--- src/rtl/mbist_pkg.sv ---
// Package: shared state and pass encodings for the banked RAM self-test.
// Assumes: passes run in the enum order listed below; the controller
// relies on that order to step from one pass to the next.
package mbist_pkg;

    // Controller states
    typedef enum logic [1:0] {
        ST_IDLE   = 2'd0,
        ST_SEL    = 2'd1,
        ST_ACCESS = 2'd2,
        ST_DRAIN  = 2'd3
    } state_e;

    // Test passes, in execution order
    typedef enum logic [1:0] {
        PH_WR_PAT  = 2'd0,
        PH_RD_PAT  = 2'd1,
        PH_WR_ZERO = 2'd2,
        PH_RD_ZERO = 2'd3
    } phase_e;

    // True for the two passes that read and compare
    function automatic logic phase_reads(phase_e p);
        return (p == PH_RD_PAT) || (p == PH_RD_ZERO);
    endfunction

    // True for the two passes whose expected data is all zeros
    function automatic logic phase_zero(phase_e p);
        return (p == PH_WR_ZERO) || (p == PH_RD_ZERO);
    endfunction

endpackage

--- src/rtl/mbist_walker.sv ---
// Module: bank / word position counters for the self-test.
// Walks words 0..WIN_WORDS-1 inside a bank, then banks 0..NUM_BANKS-1.
// Assumes: adv_bank is only raised together with adv_word on the last word.
module mbist_walker #(
    parameter int NUM_BANKS = 4,
    parameter int WIN_WORDS = 4096,
    parameter int BANK_W    = 2,
    parameter int ADDR_W    = 12
) (
    input  logic              clk,
    input  logic              rst_n,
    input  logic              clr_i,
    input  logic              adv_word_i,
    input  logic              adv_bank_i,
    output logic [BANK_W-1:0] bank_o,
    output logic [ADDR_W-1:0] word_o,
    output logic              last_word_o,
    output logic              last_bank_o
);

    localparam logic [ADDR_W-1:0] WORD_MAX = ADDR_W'(WIN_WORDS - 1);
    localparam logic [BANK_W-1:0] BANK_MAX = BANK_W'(NUM_BANKS - 1);

    logic [BANK_W-1:0] bank_q;
    logic [ADDR_W-1:0] word_q;

    assign last_word_o = (word_q == WORD_MAX);
    assign last_bank_o = (bank_q == BANK_MAX);
    assign bank_o      = bank_q;
    assign word_o      = word_q;

    // Word counter: wraps to 0 after the last word of the window
    always_ff @(posedge clk) begin
        if (!rst_n || clr_i) begin
            word_q <= '0;
        end else if (adv_word_i) begin
            word_q <= last_word_o ? '0 : word_q + 1'b1;
        end
    end

    // Bank counter: wraps to 0 after the last bank so the next pass restarts
    always_ff @(posedge clk) begin
        if (!rst_n || clr_i) begin
            bank_q <= '0;
        end else if (adv_bank_i) begin
            bank_q <= last_bank_o ? '0 : bank_q + 1'b1;
        end
    end

endmodule

--- src/rtl/mbist_pattern.sv ---
// Module: expected-data generator for the self-test.
// Pattern passes produce bank*SEED_STEP + word (mod 2^DATA_W);
// zero passes produce 0. Purely combinational.
// Assumes: SEED_STEP is non-negative; a power-of-two step is built as a shift.
module mbist_pattern
    import mbist_pkg::*;
#(
    parameter int DATA_W    = 16,
    parameter int BANK_W    = 2,
    parameter int ADDR_W    = 12,
    parameter int SEED_STEP = 32'h1000
) (
    input  phase_e            phase_i,
    input  logic [BANK_W-1:0] bank_i,
    input  logic [ADDR_W-1:0] word_i,
    output logic [DATA_W-1:0] data_o
);

    localparam bit STEP_POW2 = (SEED_STEP > 0) && ((SEED_STEP & (SEED_STEP - 1)) == 0);

    logic [DATA_W-1:0] seed;

    // Per-bank seed: a shift for power-of-two steps, a multiply otherwise
    generate
        if (STEP_POW2) begin : g_seed_shift
            localparam int SHIFT = $clog2(SEED_STEP);
            always_comb begin
                seed = DATA_W'(bank_i) << SHIFT;
            end
        end else begin : g_seed_mult
            localparam logic [DATA_W-1:0] STEP_V = DATA_W'(SEED_STEP);
            always_comb begin
                seed = DATA_W'(bank_i) * STEP_V;
            end
        end
    endgenerate

    // Final data: seed plus word index, or zero in the clearing passes
    always_comb begin
        if (phase_zero(phase_i)) begin
            data_o = '0;
        end else begin
            data_o = seed + DATA_W'(word_i);
        end
    end

endmodule

--- src/rtl/mbist_compare.sv ---
// Module: one-stage read-compare pipeline for the self-test.
// Captures expected data and location in the cycle a read is issued and
// compares against read data one clock later (synchronous RAM latency).
// Assumes: flush_i is raised when the run aborts so no stale compare survives.
module mbist_compare #(
    parameter int DATA_W = 16,
    parameter int BANK_W = 2,
    parameter int ADDR_W = 12
) (
    input  logic              clk,
    input  logic              rst_n,
    input  logic              load_i,
    input  logic              flush_i,
    input  logic [DATA_W-1:0] exp_i,
    input  logic [BANK_W-1:0] bank_i,
    input  logic [ADDR_W-1:0] word_i,
    input  logic [DATA_W-1:0] rdata_i,
    output logic              mismatch_o,
    output logic [BANK_W-1:0] bank_o,
    output logic [ADDR_W-1:0] word_o
);

    logic              pend_q;
    logic [DATA_W-1:0] exp_q;
    logic [BANK_W-1:0] bank_q;
    logic [ADDR_W-1:0] word_q;

    // Pending flag: one compare is due in the cycle after each issued read
    always_ff @(posedge clk) begin
        if (!rst_n || flush_i) begin
            pend_q <= 1'b0;
        end else begin
            pend_q <= load_i;
        end
    end

    // Expected data and location captured alongside the issued read
    always_ff @(posedge clk) begin
        if (!rst_n) begin
            exp_q  <= '0;
            bank_q <= '0;
            word_q <= '0;
        end else if (load_i) begin
            exp_q  <= exp_i;
            bank_q <= bank_i;
            word_q <= word_i;
        end
    end

    assign mismatch_o = pend_q && (rdata_i != exp_q);
    assign bank_o     = bank_q;
    assign word_o     = word_q;

endmodule

--- src/rtl/mbist_ctrl.sv ---
// Module: sequencing controller for the self-test.
// Steps through the four passes; each bank is preceded by a select cycle
// and each pass is followed by a drain cycle so the last compare lands.
// Assumes: the walker wraps bank and word to 0 at the end of every pass.
module mbist_ctrl
    import mbist_pkg::*;
#(
    parameter int BANK_W = 2,
    parameter int ADDR_W = 12
) (
    input  logic              clk,
    input  logic              rst_n,
    input  logic              start_i,
    input  logic              last_word_i,
    input  logic              last_bank_i,
    input  logic [BANK_W-1:0] walk_bank_i,
    input  logic              mismatch_i,
    input  logic [BANK_W-1:0] mm_bank_i,
    input  logic [ADDR_W-1:0] mm_word_i,
    output phase_e            phase_o,
    output logic              walk_clr_o,
    output logic              adv_word_o,
    output logic              adv_bank_o,
    output logic              mem_we_o,
    output logic              mem_re_o,
    output logic              cmp_load_o,
    output logic              cmp_flush_o,
    output logic [BANK_W-1:0] bank_sel_o,
    output logic              bank_en_o,
    output logic              done_o,
    output logic              fail_o,
    output logic [BANK_W-1:0] err_bank_o,
    output logic [ADDR_W-1:0] err_word_o
);

    state_e            state_q;
    phase_e            phase_q;
    logic [BANK_W-1:0] bank_sel_q;
    logic              bank_en_q;
    logic              done_q;
    logic              fail_q;
    logic [BANK_W-1:0] err_bank_q;
    logic [ADDR_W-1:0] err_word_q;

    logic in_access;
    logic abort;
    logic rd_pass;

    // Access strobes and walker controls decoded from state and pass
    always_comb begin
        in_access   = (state_q == ST_ACCESS);
        rd_pass     = phase_reads(phase_q);
        abort       = mismatch_i && (state_q != ST_IDLE);
        mem_we_o    = in_access && !rd_pass;
        mem_re_o    = in_access && rd_pass && !abort;
        adv_word_o  = in_access && !abort;
        adv_bank_o  = in_access && !abort && last_word_i;
        cmp_load_o  = mem_re_o;
        cmp_flush_o = abort;
        walk_clr_o  = (state_q == ST_IDLE) && start_i;
    end

    // Main sequencer: state, pass, bank select and result registers
    always_ff @(posedge clk) begin
        if (!rst_n) begin
            state_q    <= ST_IDLE;
            phase_q    <= PH_WR_PAT;
            bank_sel_q <= '0;
            bank_en_q  <= 1'b0;
            done_q     <= 1'b0;
            fail_q     <= 1'b0;
            err_bank_q <= '0;
            err_word_q <= '0;
        end else begin
            done_q <= 1'b0;
            if (state_q == ST_IDLE) begin
                if (start_i) begin
                    state_q    <= ST_SEL;
                    phase_q    <= PH_WR_PAT;
                    fail_q     <= 1'b0;
                    err_bank_q <= '0;
                    err_word_q <= '0;
                end
            end else if (abort) begin
                state_q    <= ST_IDLE;
                bank_en_q  <= 1'b0;
                done_q     <= 1'b1;
                fail_q     <= 1'b1;
                err_bank_q <= mm_bank_i;
                err_word_q <= mm_word_i;
            end else begin
                unique case (state_q)
                    ST_SEL: begin
                        bank_sel_q <= walk_bank_i;
                        bank_en_q  <= 1'b1;
                        state_q    <= ST_ACCESS;
                    end
                    ST_ACCESS: begin
                        if (last_word_i) begin
                            state_q <= last_bank_i ? ST_DRAIN : ST_SEL;
                        end
                    end
                    ST_DRAIN: begin
                        if (phase_q == PH_RD_ZERO) begin
                            state_q   <= ST_IDLE;
                            bank_en_q <= 1'b0;
                            done_q    <= 1'b1;
                        end else begin
                            phase_q <= phase_e'(phase_q + 2'd1);
                            state_q <= ST_SEL;
                        end
                    end
                    default: begin
                        state_q <= ST_IDLE;
                    end
                endcase
            end
        end
    end

    assign phase_o    = phase_q;
    assign bank_sel_o = bank_sel_q;
    assign bank_en_o  = bank_en_q;
    assign done_o     = done_q;
    assign fail_o     = fail_q;
    assign err_bank_o = err_bank_q;
    assign err_word_o = err_word_q;

endmodule

--- src/rtl/mbist_engine.sv ---
// Module: top of the banked buffer RAM self-test engine.
// Ties the walker, pattern generator, compare stage and controller to the
// RAM port, the bank-select outputs and the result outputs.
// Assumes: the RAM returns read data one clock after mem_re.
module mbist_engine
    import mbist_pkg::*;
#(
    parameter int NUM_BANKS = 4,
    parameter int WIN_WORDS = 4096,
    parameter int DATA_W    = 16,
    parameter int SEED_STEP = 32'h1000,
    localparam int BANK_W   = (NUM_BANKS > 1) ? $clog2(NUM_BANKS) : 1,
    localparam int ADDR_W   = $clog2(WIN_WORDS)
) (
    input  logic              clk,
    input  logic              rst_n,
    input  logic              start,
    output logic [ADDR_W-1:0] mem_addr,
    output logic              mem_we,
    output logic              mem_re,
    output logic [DATA_W-1:0] mem_wdata,
    input  logic [DATA_W-1:0] mem_rdata,
    output logic [BANK_W-1:0] bank_sel,
    output logic              bank_en,
    output logic              done,
    output logic              fail,
    output logic [BANK_W-1:0] err_bank,
    output logic [ADDR_W-1:0] err_word
);

    phase_e            phase;
    logic              walk_clr, adv_word, adv_bank;
    logic              last_word, last_bank;
    logic [BANK_W-1:0] walk_bank;
    logic [ADDR_W-1:0] walk_word;
    logic [DATA_W-1:0] exp_data;
    logic              cmp_load, cmp_flush, mismatch;
    logic [BANK_W-1:0] mm_bank;
    logic [ADDR_W-1:0] mm_word;

    mbist_walker #(
        .NUM_BANKS (NUM_BANKS),
        .WIN_WORDS (WIN_WORDS),
        .BANK_W    (BANK_W),
        .ADDR_W    (ADDR_W)
    ) walker_i (
        .clk         (clk),
        .rst_n       (rst_n),
        .clr_i       (walk_clr),
        .adv_word_i  (adv_word),
        .adv_bank_i  (adv_bank),
        .bank_o      (walk_bank),
        .word_o      (walk_word),
        .last_word_o (last_word),
        .last_bank_o (last_bank)
    );

    mbist_pattern #(
        .DATA_W    (DATA_W),
        .BANK_W    (BANK_W),
        .ADDR_W    (ADDR_W),
        .SEED_STEP (SEED_STEP)
    ) pattern_i (
        .phase_i (phase),
        .bank_i  (walk_bank),
        .word_i  (walk_word),
        .data_o  (exp_data)
    );

    mbist_compare #(
        .DATA_W (DATA_W),
        .BANK_W (BANK_W),
        .ADDR_W (ADDR_W)
    ) compare_i (
        .clk        (clk),
        .rst_n      (rst_n),
        .load_i     (cmp_load),
        .flush_i    (cmp_flush),
        .exp_i      (exp_data),
        .bank_i     (walk_bank),
        .word_i     (walk_word),
        .rdata_i    (mem_rdata),
        .mismatch_o (mismatch),
        .bank_o     (mm_bank),
        .word_o     (mm_word)
    );

    mbist_ctrl #(
        .BANK_W (BANK_W),
        .ADDR_W (ADDR_W)
    ) ctrl_i (
        .clk         (clk),
        .rst_n       (rst_n),
        .start_i     (start),
        .last_word_i (last_word),
        .last_bank_i (last_bank),
        .walk_bank_i (walk_bank),
        .mismatch_i  (mismatch),
        .mm_bank_i   (mm_bank),
        .mm_word_i   (mm_word),
        .phase_o     (phase),
        .walk_clr_o  (walk_clr),
        .adv_word_o  (adv_word),
        .adv_bank_o  (adv_bank),
        .mem_we_o    (mem_we),
        .mem_re_o    (mem_re),
        .cmp_load_o  (cmp_load),
        .cmp_flush_o (cmp_flush),
        .bank_sel_o  (bank_sel),
        .bank_en_o   (bank_en),
        .done_o      (done),
        .fail_o      (fail),
        .err_bank_o  (err_bank),
        .err_word_o  (err_word)
    );

    // RAM address and write data come straight from the walker and pattern
    assign mem_addr  = walk_word;
    assign mem_wdata = exp_data;

endmodule

--- config.mk ---
export PLATFORM = sky130hd
export DESIGN_NAME = mbist_engine
export DESIGN_NICKNAME = d
export VERILOG_FILES = /design/src/rtl/mbist_pkg.sv /design/src/rtl/mbist_walker.sv /design/src/rtl/mbist_pattern.sv /design/src/rtl/mbist_compare.sv /design/src/rtl/mbist_ctrl.sv /design/src/rtl/mbist_engine.sv
export SDC_FILE = /design/constraint.sdc
export NUM_CORES = 1
export LEC_CHECK = 0
export BUFFER_PORTS_ARGS = -buffer_cell sky130_fd_sc_hd__buf_2
export CORE_ASPECT_RATIO = 2
export CORE_MARGIN = 5
export CORE_UTILIZATION = 25
export DETAILED_ROUTE_END_ITERATION = 12
export PLACE_DENSITY_LB_ADDON = 0.05
export SYNTH_ARGS = -nofsm -noshare
export SYNTH_HDL_FRONTEND = slang
export SYNTH_SLANG_ARGS = --single-unit
--- constraint.sdc ---
create_clock -name clk -period 2.3 [get_ports clk]
set_input_delay 0.46 -clock clk [delete_from_list [all_inputs] [get_ports clk]]
set_output_delay 0.46 -clock clk [all_outputs]
set_load 0.1 [all_outputs]
==> results of run 1 <==
[power breakdown]
group	total, mW	switching, mW	internal (mW)
logic	0.270	0.179	0.0908
registers	1.16	0.00710	1.15
clock network	1.40	0.550	0.846
[cells by family after synthesis]
kind of cell	after synthesis	share of synthesized area
AOI/OAI and AO/OA	65	0.140
xor gates and xnor gates	14	0.0389
adders and majority gates	9	0.0357
buffers and inverters	33	0.0484
DFF	66	0.419
muxes	31	0.0984
other	1	0.00119
and+or+nand+nor	148	0.219
[critical path, stage by stage, from the launching register on]
cell and delay, ns:
dfxtp_2 0.32, xor2_1 0.15, nor4_1 0.28, buf_4 0.16, nand4_1 0.13, o311a_4 0.36, nor2_4 0.13, buf_12 0.19
[cells in the final DEF (no fill, tap or decap), types with 6 or more instances in the layout]
master and count:
dfxtp_1 52, ha_1 9, o21ai_0 22, dfxtp_2 14, xnor2_1 10, clkbuf_16 9
and2_1 6, nor2_1 9, mux2i_1 31, and2_2 10, nand2_1 80, buf_2 49
buf_12 16, nand4_1 6, a21oi_1 9, buf_4 29, inv_1 9, nand3_1 8
a22o_1 14
[timing repair]
| action | CTS | global route |
|---|---|---|
| resized for setup | 17 | 14 |
| endpoints found under the setup margin | 16 | 65 |
| hold buffers | 0 | 0 |
| endpoints found under the hold margin | 0 | 0 |
| pin swaps | 16 | 3 |
| setup buffers | 5 | 0 |
[layer usage]
layer  track usage  routed length [um]  vias to the layer above
met5             0                   0                        -
met4        0.0428                 137                        0
met3        0.0287                 349                        9
met2         0.274                5920                       57
met1         0.165                4130                     1359
li1              -                   -                     1446
[metrics by stage]
stage,util,instances,setup slack [ns],TNS (ns),area [sq um]
after CTS,0.359,611,-0.265,-0.979,4480
after detailed placement,0.326,590,-0.205,-7.03,4070
final,0.362,610,-0.200,-0.200,4520
after global routing,0.362,610,-0.318,-0.901,4520
after floorplan,-,368,-0.0645,-0.0645,3210
after global placement,0.326,590,-0.199,-6.41,4070
[state kept, by name (all words and copies together), names as in the netlist, 2 cells and up]
signal	cells
ctrl_i.state_q	2
ctrl_i.err_bank_o	2
ctrl_i.bank_sel_o	2
compare_i.word_o	12
ctrl_i.err_word_o	12
walker_i.bank_o	2
compare_i.bank_o	2
walker_i.word_o	12
ctrl_i.phase_o	2
compare_i.exp_q	14
[area by class of cell]
| type | count | share of cell area |
|---|---|---|
| inverter | 9 | 0.00747 |
| clock inverter | 7 | 0.0172 |
| timing repair buffer | 100 | 0.191 |
| tap | 150 | 0.0415 |
| sequential | 66 | 0.296 |
| clock buffer | 9 | 0.0498 |
| multi-input combinational | 269 | 0.398 |
[worst min-delay path by stage]
stage | to | slack, ns | start | cells past startpoint
6_report | ctrl_i.phase_o[1] | 0.46 | rst_n | 2
5_1_grt | ctrl_i.phase_o[1] | 0.46 | rst_n | 2
4_1_cts | ctrl_i.phase_o[1] | 0.45 | rst_n | 2
2_1_floorplan | compare_i.bank_o[0] | 0.43 | compare_i.bank_o[0] | 2
3_5_place_dp | compare_i.word_o[9] | 0.45 | compare_i.word_o[9] | 2
3_3_place_gp | compare_i.word_o[8] | 0.45 | compare_i.word_o[8] | 2
==> results_dict.tcl, run 1 <==
set metrics [dict create \
    place_congestion 0.869 \
    regArea_sq_mm 0.00134 \
    numCtsBuffers 9 \
    ys_types 37 \
    yosys_warnings 0 \
    hold_path.class "primary input to flop" \
    multi_input_area_sq_mm 0.00180 \
    synthCells 367 \
    drc 0 \
    r2r_slack_ns 0 \
    timing.critical_path.required_ns 1.84 \
    r2r-start "compare_i.exp_q[7]" \
    drt_wl_total_mm 10.5 \
    insertion_delay_ns 0.33 \
    synth.cell_area_sq_mm 0.00315 \
    synth_seq_cells 66 \
    synth_most_common_cell "nand2_1" \
    end_kind "primary output" \
    clockBufferDepth 2 \
    nFillCells 1339 \
    cts-root-buf "clkbuf_16" \
    period_minus_slack_ns 2.50 \
    arrival_ns 2.04 \
    hpwlAfterDp_mm 8.02 \
    clock_sinks 66 \
    dr_total_vias 2871 \
    ff2ff_path_depth 9 \
    grt.total_usage 0.148 \
    layout-drive-gt1-share 0.352 \
    fin_nets 483 \
    finalSetupViolCount 1 \
    io_pins 68 \
    synth_edf_count 0 \
    antenna_found_initial 0 \
    synthTopCellsByArea "dfxtp_1 42%, mux2i_1 9.8%, nand2_1 9.5%" \
    peakVddDrop_v 0.000346 \
    power_density_mw_per_mm2 625 \
    ys_seq_area_frac 0.419 \
    grt_max_degree 41 \
    fin_crit_sh 1.09 \
    portBuffers 65 \
    hold_viol 0 \
    viasPerCell 4.71 \
    n_antenna_cell 0 \
    yosys-top-cells-count "80 x nand2_1, 66 x dfxtp_1, 31 x mux2i_1" \
    area_growth_pct 43.4 \
    status "finished with violations" \
    synth_ff_type "dfxtp_1" \
    violations "negative setup slack" \
    ant_nets 0 \
    die_area_sq_mm 0.0151 \
    detail_route.wl_per_cell_um 17.3 \
    firstDrtPassIters 4 \
    leakage_nw 1.76 \
    start_kind "flop" \
    total_power_mw 2.83 \
    async_flop_share 0 \
    crit_start "compare_i.exp_q[7]" \
    htree_levels 3 \
    rsz0062_at_grt "yes" \
    relSlewSlack 0.580 \
    num_rows 58 \
    die_w_um 89.4 \
    clock-skew-final_ns 0.00946 \
    start_util 0.253 \
    critPathKind "flop to primary output" \
    slew_violations 0 \
    clk_pin_slew_ns 0.06 \
    drv_cap 0 \
    tightest_slew_ns 0.629 \
    cts_tree "yes" \
    synth_top_cell_area_share 0.419 \
    reg2reg_to "walker_i.word_o[10]" \
    grt_pass1_wl_mm 16.6 \
    first_global_vias 3044 \
    die_y_um 169 \
    endpoint "mem_re" \
    final.setup.worst_slack_ns -0.200 \
    worst_hold_slack_ns 0.458 \
    grt.overflow.total 0 \
    crit_fanout 2 \
    fmaxAchievable_ghz 0.400 \
    yosys.area.top_type "dfxtp_1" \
    synth.avg_cell_area_sq_um 8.59 \
    drt_iter0_markers 151 \
    core_area_sq_mm 0.0125 \
]
(Power assumes the default switching activity.)
==> run 2, diff against run 1 <==
CORE_MARGIN = default   (was 5)
==> run 2 against run 1 <==
Compared with the run above:
- the run still ends with negative setup slack left
- power increased by 0.19%
- sequential share of layout area up 0.057 points
- clock skew hardly changed
- critical path depth stayed put
- routed wire length rose by 1.6%
- via count grew 2.2%
- setup slack worse by 0.027 ns
- fmax down 1.1%
- non-clock buffer count down 1
- critical path type unchanged
- critical endpoint unchanged
- largest cell class unchanged
- largest power group unchanged
- highest routed layer unchanged
==> results_dict.tcl, run 2 (same netlist as run 1, synthesis figures left out) <==
set metrics [dict create \
    cp_slowest_stage_delay_ns 0.36 \
    leakage_nw 1.76 \
    final_common_cell "nand2_1" \
    grt_max_degree 44 \
    slowest_stage "o311a_4" \
    crit_fanout 2 \
    die_y_um 161 \
    tightest_slew_ns 0.590 \
    dr_total_vias 2934 \
    status "finished with violations" \
    ant_nets 0 \
    period_minus_slack_ns 2.53 \
    arrival_ns 2.07 \
    die_w_um 81.4 \
    grt.total_usage 0.173 \
    insertion_delay_ns 0.33 \
    cts_tree "yes" \
    clk_pin_slew_ns 0.06 \
    stdcell_area_sq_mm 0.00451 \
    layout-drive-gt1-share 0.349 \
    first_global_vias 2904 \
    numCtsBuffers 9 \
    nFillCells 1276 \
    start_util 0.259 \
    relSlewSlack 0.606 \
    slew_violations 0 \
    grt.overflow.total 0 \
    mostFrequentLayoutCells "80 x nand2_1, 52 x dfxtp_1, 49 x buf_2, 30 x mux2i_1, 29 x buf_4" \
    final.setup.worst_slack_ns -0.227 \
    detail_route.wl_per_cell_um 17.7 \
    crit_buf_inv 2 \
    dpl-instance-area_sq_mm 0.00403 \
    io_pins 68 \
    end_kind "primary output" \
    rsz0062_at_grt "yes" \
    largest_reg_flops 14 \
    drc 0 \
    antenna_found_initial 0 \
    r2r-start "compare_i.exp_q[7]" \
    power_density_mw_per_mm2 627 \
    firstDrtPassIters 4 \
    drt_wl_total_mm 10.7 \
    fin_setup_tns_ns -0.496 \
    fin_cells 606 \
    hold_path.class "flop to flop" \
    hp-start "compare_i.word_o[8]" \
    start_kind "flop" \
    violations "negative setup slack" \
    die_area_sq_mm 0.0131 \
    drt_iter0_markers 127 \
    crit_start "compare_i.exp_q[7]" \
    top_register "compare_i.exp_q" \
    viasPerCell 4.84 \
    critPathKind "flop to primary output" \
    hold_viol 0 \
    clockBufferDepth 2 \
    fin_crit_sh 1.10 \
    area_growth_pct 43.1 \
    crit_chain "xor2_2, nor4_2, buf_4, nand4_1, o311a_4, nor2_4, buf_12" \
    clock_sinks 66 \
    r2r_slack_ns -0.15 \
    fmaxAchievable_ghz 0.396 \
    worst_hold_slack_ns 0.456 \
    fin_nets 482 \
    num_rows 57 \
    place_congestion 0.812 \
    n_antenna_cell 0 \
    peakVddDrop_v 0.000392 \
    crit_family "simple AND/OR/NAND/NOR gates" \
    clock-skew-final_ns 0.00920 \
    portBuffers 65 \
    place_inst 583 \
    total_power_mw 2.83 \
    pre_cts_ws_ns -0.360 \
    hpwlAfterDp_mm 7.91 \
    finalSetupViolCount 4 \
    finish.utilization 0.370 \
    htree_levels 3 \
    timing.critical_path.required_ns 1.84 \
    grt_pass1_wl_mm 16.3 \
    core_area_sq_mm 0.0122 \
    cts-root-buf "clkbuf_16" \
    drv_cap 0 \
]
-- run 2: final timing paths --
kind,endpoint,cells after the start
hold reg to reg,compare_i.word_o[8],2
setup / recovery,mem_re,7
setup reg to reg,walker_i.bank_o[0],9
hold / removal,compare_i.word_o[8],2
-- run 2: what timing repair did --
action / 4_1_cts / 5_1_grt
hold buffers: 0 / 0
hold endpoints to repair: 0 / 0
gates cloned: 1 / 0
buffers inserted: 4 / 2
endpoints found under the setup margin: 62 / 38
pin swaps: 7 / 6
resized for setup: 16 / 13
-- run 2: cell type report --
| type | count | area [sq um] | area share |
|---|---|---|---|
| sequential | 66 | 1340 | 0.297 |
| clock buffer | 9 | 225 | 0.0499 |
| tap | 147 | 184 | 0.0407 |
| clock inverter | 7 | 77.6 | 0.0172 |
| timing repair buffer | 99 | 852 | 0.189 |
| multi-input combinational | 269 | 1800 | 0.399 |
| inverter | 9 | 33.8 | 0.00748 |
-- run 2: layer usage --
metal	track usage	wire, um	up-vias
met4	0.0698	235	0
met3	0.0284	372	16
met1	0.195	4170	1406
met5	0	0	-
met2	0.311	5930	69
li1	-	-	1443
-- run 2: where the power goes --
part	leakage (nW)	total (mW)	switching, mW	internal [mW]
registers	0.539	1.16	0.00819	1.15
logic	1.07	0.271	0.178	0.0929
clock network	0.146	1.40	0.554	0.846
-- run 2: worst min-delay path, cell delays in order (launching register included) --
cell	delay, ns
dfxtp_1	0.31
nand2_1	0.05
mux2i_1	0.05
==> run 3, diff against run 2 <==
ABC_AREA = 1   (was default)
CAP_MARGIN = 20   (was default)
==> run 3 against run 2 <==
Compared with the run above:
- fmax rose by 14%
- highest routed layer unchanged
- first-iteration DRC count rose by 0.79%
- sequential cell count did not move
- hold slack got worse by 0.0010 ns
- the flow now finishes without violations
- clock skew fell by 0.00097 ns
- sequential power rose by 11%
- area after synthesis rose by 2.9%
==> results_dict.tcl, run 3 <==
set metrics [dict create \
    hpwlAfterDp_mm 8.30 \
    cp_slowest_stage_delay_ns 0.38 \
    r2r-start "ctrl_i.state_q[1]" \
    drc 0 \
    num_rows 58 \
    die_y_um 163 \
    leakage_nw 1.95 \
    end_kind "primary output" \
    dpl-instance-area_sq_mm 0.00410 \
    start_util 0.257 \
    detail_route.wl_per_cell_um 14.9 \
    first_global_vias 3076 \
    ff2ff_path_depth 8 \
    die_area_sq_mm 0.0135 \
    top_register "compare_i.exp_q" \
    die_w_um 82.6 \
    n_antenna_cell 0 \
    pre_cts_ws_ns 0.124 \
    hold_depth 2 \
    grt_max_degree 36 \
    drt_iter0_markers 128 \
    reg2reg_to "ctrl_i.err_word_o[1]" \
    finish.utilization 0.351 \
    ys_types 30 \
    yosys-top-cells-count "98 x nand2_1, 66 x dfxtp_1, 65 x inv_1" \
    synth_most_common_cell "nand2_1" \
    synth_edf_count 0 \
    drv_cap 0 \
    io_pins 68 \
    yosys_warnings 0 \
    numCtsBuffers 9 \
    place_congestion 0.852 \
    period_minus_slack_ns 2.21 \
    clk_pin_slew_ns 0.06 \
    synth.avg_cell_area_sq_um 6.85 \
    slew_violations 0 \
    fin_crit_sh 0.960 \
    arrival_ns 1.75 \
    synth_top_cell_area_share 0.407 \
    layout-drive-gt1-share 0.239 \
    peakVddDrop_v 0.000491 \
    synthTopCellsByArea "dfxtp_1 41%, nand2_1 11%, inv_1 7.5%" \
    antenna_found_initial 0 \
    ant_nets 0 \
    area_growth_pct 36.6 \
    mostFrequentLayoutCells "98 x nand2_1, 65 x inv_1, 65 x dfxtp_1, 50 x buf_2, 44 x a21oi_1" \
    fin_cells 703 \
    status "completed" \
    timing.critical_path.required_ns 1.84 \
    fin_nets 576 \
    stdcell_area_sq_mm 0.00444 \
    hold_path.class "flop to flop" \
    largest_reg_flops 14 \
    postCtsHoldBufs 0 \
    final_common_cell "nand2_1" \
    clock-skew-final_ns 0.00823 \
    dr_total_vias 3155 \
    synth_ff_type "dfxtp_1" \
    clock_sinks 66 \
    critPathKind "flop to primary output" \
    cts_tree "yes" \
    synthCells 474 \
    core_area_sq_mm 0.0126 \
    holdPathEnd "compare_i.exp_q[2]" \
    synth_seq_cells 66 \
    crit_chain "inv_1, ha_1, nor2_1, inv_1, buf_6, nor2_2, buf_12" \
    ys_seq_area_frac 0.407 \
    viasPerCell 4.49 \
    synth.cell_area_sq_mm 0.00325 \
    portBuffers 65 \
    slowest_stage "dfxtp_1" \
    critPathMostFrequentCell "inv_1" \
    start_kind "flop" \
    clockBufferDepth 2 \
    fmaxAchievable_ghz 0.453 \
    place_inst 687 \
    hold_viol 0 \
    grt_pass1_wl_mm 16.2 \
    htree_levels 3 \
    insertion_delay_ns 0.33 \
    cts-root-buf "clkbuf_16" \
    async_flop_share 0 \
    hp-start "compare_i.exp_q[2]" \
    crit_buf_inv 4 \
    crit_family "buffers and inverters" \
    final.setup.worst_slack_ns 0.0927 \
    crit_fanout 13 \
    rsz0062_at_grt "yes" \
    firstDrtPassIters 4 \
    grt.overflow.total 0 \
    fin_setup_tns_ns 0 \
    yosys.area.top_type "dfxtp_1" \
    drt_wl_total_mm 10.5 \
    r2r_slack_ns 0.38 \
    finalSetupViolCount 0 \
    power_density_mw_per_mm2 848 \
    grt.total_usage 0.168 \
]
run 3: changes by cell type after synthesis, moves of 6 or more:
cell and delta:
a21oi_1 +30, a22o_1 -14, and2_1 -16, clkbuf_1 -6
inv_1 +56, inv_2 +7, mux2i_1 -31, nand2_1 +18
nand3_1 +30, nor2_1 +40, o21ai_0 +9, o21ai_1 +8
xnor2_1 -9
run 3: power by group:
part | internal, mW | switching, mW
combinational | 0.315 | 0.749
sequential | 1.22 | 0.0695
clock | 0.846 | 0.557
total | 2.39 | 1.38
run 3: worst max path at each step:
| stage | start | end | slack (ns) | cells past startpoint |
|---|---|---|---|---|
| after detailed placement | mem_rdata[15] | ctrl_i.err_word_o[1] | 0.12 | 12 |
| after global placement | mem_rdata[15] | walker_i.word_o[6] | 0.15 | 14 |
| final | ctrl_i.phase_o[0] | mem_wdata[4] | 0.09 | 7 |
| after CTS | ctrl_i.phase_o[0] | mem_wdata[6] | -0.02 | 6 |
| after floorplan | ctrl_i.phase_o[0] | compare_i.exp_q[12] | -0.25 | 6 |
| after global routing | ctrl_i.phase_o[0] | mem_wdata[4] | -0.04 | 7 |
run 3: worst reg2reg max path, cell delays in order, from the launching register on:
cell and delay, ns:
dfxtp_1 0.46, inv_1 0.15, ha_2 0.23, clkinv_1 0.10, nand3_4 0.09, buf_4 0.17, inv_2 0.13, nand2_1 0.27
o21ai_0 0.24
run 3: cell type report:
cell class / instances / area, sq um
clock buffers: 9 / 225
clock inverters: 7 / 76.3
fillers: 1423 / 8190
inverters: 73 / 274
multi-input cells: 315 / 1640
flip-flops and latches: 66 / 1320
well taps: 150 / 188
repair buffers: 83 / 714
run 3: through the flow:
step	hold WS [ns]	power, mW
after floorplan	0.425	2.10
after global routing	0.473	3.97
after detailed placement	0.446	2.38
after global placement	0.439	2.38
after CTS	0.458	3.81
final	0.455	3.76
run 3: cell families (layout without fill, tap and decap cells):
family          after synthesis  after routing  share of synthesized area
simple gates                210            210                      0.279
flops                        66             66                      0.407
buf+inv                      94            172                      0.121
other cells                   1              2                    0.00115
fa+ha+maj                     9              9                     0.0347
xor+xnor                      9              9                     0.0243
compound gates               85             85                      0.133
run 3: metal layers:
layer,global-route usage,up-vias,share of wire
li1,-,1640,-
met1,0.169,1446,0.37
met2,0.325,58,0.58
met3,0.0257,11,0.032
met4,0.0713,0,0.021
met5,0,-,0
run 3: repair_timing:
| action | 4_1_cts | 5_1_grt |
|---|---|---|
| setup buffers | 0 | 0 |
| resized for setup | 2 | 6 |
| setup endpoints to repair | 6 | 14 |
